[src/rtl/irq_vec_unit.sv]
module irq_vec_unit #(
  parameter int CODE_W  = 16,
  parameter int VEC_W   = 8,
  parameter int ENTRIES = 8,
  localparam int IDX_W  = $clog2(ENTRIES)
) (
  input  logic              clk,
  input  logic              rst_n,
  input  logic              xlate_en,
  input  logic [1:0]        policy,
  input  logic [VEC_W-1:0]  collide_vec,
  input  logic              tbl_we,
  input  logic [IDX_W-1:0]  tbl_idx,
  input  logic [CODE_W-1:0] tbl_code,
  input  logic [VEC_W-1:0]  tbl_vec,
  input  logic              tbl_valid,
  input  logic [CODE_W-1:0] req_code,
  output logic              irq_valid,
  output logic [VEC_W-1:0]  irq_vector,
  input  logic              irq_ack,
  output logic              err_flag,
  input  logic              err_clr
);
  localparam logic [1:0] POL_REPLACE = 2'd1;
  localparam logic [1:0] POL_SUBST   = 2'd2;

  logic [ENTRIES-1:0] slot_ok;
  logic [CODE_W-1:0]  slot_code [ENTRIES];
  logic [VEC_W-1:0]   slot_vec  [ENTRIES];
  logic [ENTRIES-1:0] slot_hit;

  logic [VEC_W-1:0] pend_q, pend_eff, pend_d;
  logic             hit;
  logic [VEC_W-1:0] hit_vec, req_vec;
  logic             fits, unsup, err_now;

  for (genvar g = 0; g < ENTRIES; g++) begin : g_slot
    always_ff @(posedge clk) begin
      if (!rst_n) begin
        slot_ok[g]   <= 1'b0;
        slot_code[g] <= '0;
        slot_vec[g]  <= '0;
      end else if (tbl_we && tbl_idx == IDX_W'(g) && tbl_code != '0) begin
        slot_ok[g]   <= tbl_valid;
        slot_code[g] <= tbl_code;
        slot_vec[g]  <= tbl_vec;
      end
    end
    assign slot_hit[g] = slot_ok[g] && slot_code[g] == req_code;
  end

  always_comb begin
    hit     = 1'b0;
    hit_vec = '0;
    for (int i = ENTRIES - 1; i >= 0; i--) begin
      if (slot_hit[i]) begin
        hit     = 1'b1;
        hit_vec = slot_vec[i];
      end
    end
  end

  assign fits    = (req_code >> VEC_W) == '0;
  assign req_vec = xlate_en ? hit_vec : req_code[VEC_W-1:0];
  assign unsup   = xlate_en ? (!hit || hit_vec == '0) : !fits;
  assign pend_eff = irq_ack ? '0 : pend_q;

  always_comb begin
    pend_d  = pend_eff;
    err_now = 1'b0;
    if (req_code != '0) begin
      if (unsup)
        err_now = 1'b1;
      else if (pend_eff == '0)
        pend_d = req_vec;
      else if (req_vec != pend_eff) begin
        if (policy == POL_REPLACE)
          pend_d = req_vec;
        else if (policy == POL_SUBST && collide_vec != '0)
          pend_d = collide_vec;
        else
          err_now = 1'b1;
      end
    end
  end

  always_ff @(posedge clk) begin
    if (!rst_n) begin
      pend_q   <= '0;
      err_flag <= 1'b0;
    end else begin
      pend_q   <= pend_d;
      err_flag <= err_now | (err_flag & ~err_clr);
    end
  end

  assign irq_vector = pend_q;
  assign irq_valid  = pend_q != '0;
endmodule

[config.mk]
export PLATFORM = sky130hd
export DESIGN_NAME = irq_vec_unit
export DESIGN_NICKNAME = d
export VERILOG_FILES = /design/src/rtl/irq_vec_unit.sv
export SDC_FILE = /design/constraint.sdc
export NUM_CORES = 1
export LEC_CHECK = 0
export BUFFER_PORTS_ARGS = -buffer_cell sky130_fd_sc_hd__buf_2
export CAP_MARGIN = 20
export CELL_PAD_IN_SITES_DETAIL_PLACEMENT = 1
export CELL_PAD_IN_SITES_GLOBAL_PLACEMENT = 1
export CORE_AREA = 3 3 227 140
export DETAILED_ROUTE_END_ITERATION = 10
export DIE_AREA = 0 0 230 143
export PLACE_DENSITY = 0.78
export SETUP_SLACK_MARGIN = 0.02
export SLEW_MARGIN = 20
export SYNTH_ARGS = -nofsm -noshare
export SYNTH_HDL_FRONTEND = slang
export SYNTH_SLANG_ARGS = --single-unit
[constraint.sdc]
create_clock -name clk -period 5.7 [get_ports clk]
set_clock_uncertainty 0.2 [all_clocks]
set_input_delay 0.855 -clock clk [delete_from_list [all_inputs] [get_ports clk]]
set_output_delay 0.855 -clock clk [all_outputs]
set_load 0.005 [all_outputs]
==> impl_metrics.json <==
{
  "drive_gt1_frac": 0.1588,
  "cts_setup_buffers": 0,
  "max_slew_margin": 0.2862,
  "viasPerCell": 6.060,
  "antenna_cells": 0,
  "cts_root_buffer": "clkbuf_16",
  "status": "finished clean",
  "netlist-cell-type-count": 80,
  "area_growth_pct": 14.88,
  "avgSynthCellArea_sq_um": 10.75,
  "max_cap_violations": 0,
  "die_h_um": 143,
  "hold_path_class": "reg2reg",
  "die_x_um": 230,
  "grt-ovfl-total": 0,
  "rows": 49,
  "fin_nets": 1259,
  "holdBufCountCts": 0,
  "drt_iter0_drc": 1329,
  "synth_top_area_share": 0.4834,
  "hold_viol": 0,
  "ys_async_sr_fraction": 0,
  "pwr-share-comb": 0.101,
  "grt_max_degree": 26,
  "yosys_warnings": 0,
  "core-area_sq_um": 29800,
  "synth-simple-area-share": 0.2349,
  "grt_busiest_layer": "met1",
  "port-buffer-count": 69,
  "synthesis.area_sq_um": 11930,
  "tns_ns": 0,
  "place_congestion": 1.028,
  "io_pins": 70,
  "p_int_uw": 2714,
  "wirelength_um": 45120,
  "leakage_uw": 0.004780,
  "fin_crit_sh": 0.9135,
  "initial_core_util": 0.4003,
  "groute.layer.met1.usage": 0.4187,
  "ff_latch_area_sq_um": 6106,
  "cp.required_ns": 5.90,
  "clock_path_buffers": 3,
  "ys.flop_type": "edfxtp_1",
  "drt-pass1-iter-count": 8,
  "path_max_fanout": 9,
  "final_antenna_net_count": 0,
  "p_sw_frac": 0.2623,
  "synth-adder-area-share": 0,
  "grt_pass1_vias": 9738,
  "synth_compound_area_frac": 0.1256,
  "synth_fp_nets": 1169,
  "multiInputGateArea_sq_um": 5450,
  "synth_area_leaders": "edfxtp_1 (48%), and2_1 (10%), xnor2_1 (6.3%)",
  "synth_top_family_by_area": "simple AND/OR/NAND/NOR gates",
  "p_seq_frac": 0.496,
  "whs_path_depth": 2,
  "p_clk_frac": 0.403,
  "gr-usage-met2": 0.3773,
  "path_clk_slew_ns": 0.07,
  "synth_edf_count": 192,
  "grt_pass1_wl_um": 65920,
  "slew_viol_final": 0,
  "wl_per_cell_um": 27.80,
  "tritoncts": "built",
  "drc": 0,
  "fillers": 3275,
  "critPathCaptureType": "register",
  "dp_hpwl_um": 33500,
  "start_kind": "input port",
  "yosysTopAreaCell": "edfxtp_1",
  "p_per_area_nw_per_um2": 268.6,
  "clock_latency_ns": 0.54,
  "vdd_drop_max_mv": 0.2673,
  "cts.sinks": 209,
  "syn_inst": 1109,
  "max_freq_mhz": 192.0,
  "r2r.worst_path.cells": 12,
  "ys_seq_area_frac": 0.5120,
  "synth-xor-area-share": 0.08959,
  "cts-buffers-inserted": 23,
  "power_uw": 3680,
  "dieArea_sq_um": 32890,
  "use_met3": 0.08792,
  "rsz0062_at_grt": "no",
  "p_switching_uw": 965.4,
  "via_count": 9836,
  "grt_use_total": 0.2743,
  "antenna_found_initial": 3,
  "worstMarginPinSlew_ns": 1.044,
  "cts.htree.levels": 1,
  "fin_crit_ns": 5.207,
  "arrival_ns": 5.41,
  "muxShareOfSynthArea": 0.003882,
  "critPathKind": "in2reg",
  "cts.repair.resized": 0,
  "setup_viol": 0,
  "synth_seq_cells": 209
}
-- stage by stage --
| stage | std cells | util | cell area [sq um] | hold slack [ns] | setup slack, ns |
|---|---|---|---|---|---|
| finish | 1623 | 0.4598 | 13700 | 0.2879 | 0.4928 |
| CTS | 1623 | 0.4597 | 13700 | 0.2884 | 0.6907 |
| global placement | 1582 | 0.4352 | 12970 | 0.2575 | 0.2256 |
| global route | 1623 | 0.4598 | 13700 | 0.3026 | 0.2197 |
| detailed placement | 1582 | 0.4352 | 12970 | 0.2684 | 0.1239 |
| floorplan | 1109 | - | 11930 | 0.2416 | 0.8768 |
-- layout by cell type, fill, tap and decap left out, drive strengths merged, types with 26 or more instances in the layout --
| cell | instances |
|---|---|
| xor2 | 36 |
| nor4 | 26 |
| nand3 | 37 |
| nor3 | 26 |
| edfxtp | 192 |
| nand4 | 45 |
| clkbuf | 27 |
| inv | 33 |
| buf | 128 |
| and2 | 199 |
| nor2 | 37 |
| nand2 | 53 |
| xnor2 | 86 |
| o21ai | 35 |
-- Yosys cell counts (all sizes together), types with 30 or more instances --
cell	number
and2	199
nand2	53
xor2	36
inv	30
clkbuf	38
xnor2	86
nand3	37
nor2	37
nand4	45
o21ai	35
edfxtp	192
-- final timing paths --
check,from,slack [ns],end
min,err_flag,0.29,err_flag
max reg2reg,slot_code[0][26],0.80,irq_vector[5]
max,req_code[11],0.49,irq_vector[5]
min reg2reg,err_flag,0.29,err_flag
-- routing by layer --
metal,vias up,share of wire
met5,-,0
met4,0,0.019
met3,56,0.13
met2,527,0.40
met1,4958,0.45
li1,4295,-
-- state kept, by name (all words and copies together), names as in the netlist --
| signal | count |
|---|---|
| slot_ok | 8 |
| slot_vec | 64 |
| slot_code | 128 |
| err_flag | 1 |
| irq_vector | 8 |
-- critical path, cell delays in order --
cell and delay [ns]:
buf_2 0.36, xor2_1 0.13, a2111oi_0 0.90, and4_1 0.53, a2111oi_0 0.19, o311ai_0 0.71
and3_1 0.25, a211oi_1 0.11, a2111oi_2 0.48, a31oi_1 0.30, o21ai_0 0.19, a21oi_1 0.09
o2bb2a_1 0.29
-- final cells by class --
| class | count | area share |
|---|---|---|
| Clock inverter | 14 | 0.008676 |
| Tap cell | 408 | 0.03726 |
| Timing Repair Buffer | 128 | 0.05753 |
| Clock buffer | 27 | 0.04457 |
| Multi-Input combinational cell | 806 | 0.3978 |
| Inverter | 31 | 0.008493 |
| Sequential cell | 209 | 0.4457 |
-- logic make-up after synthesis --
| kind of cell | Yosys count |
|---|---|
| compound gates | 193 |
| flops | 209 |
| simple gates | 487 |
| xor+xnor | 122 |
| mux | 4 |
| buf+inv | 94 |
-- power groups by stage --
stage / logic (uW) / clock network, uW / registers (uW)
after global placement: 352 / 0 / 1850
after detailed placement: 363 / 0 / 1860
after floorplan: 201 / 0 / 1840
after CTS: 366 / 1510 / 1820
final: 372 / 1480 / 1830
after global routing: 396 / 1580 / 1830
Power figures use the tool's default switching activity.
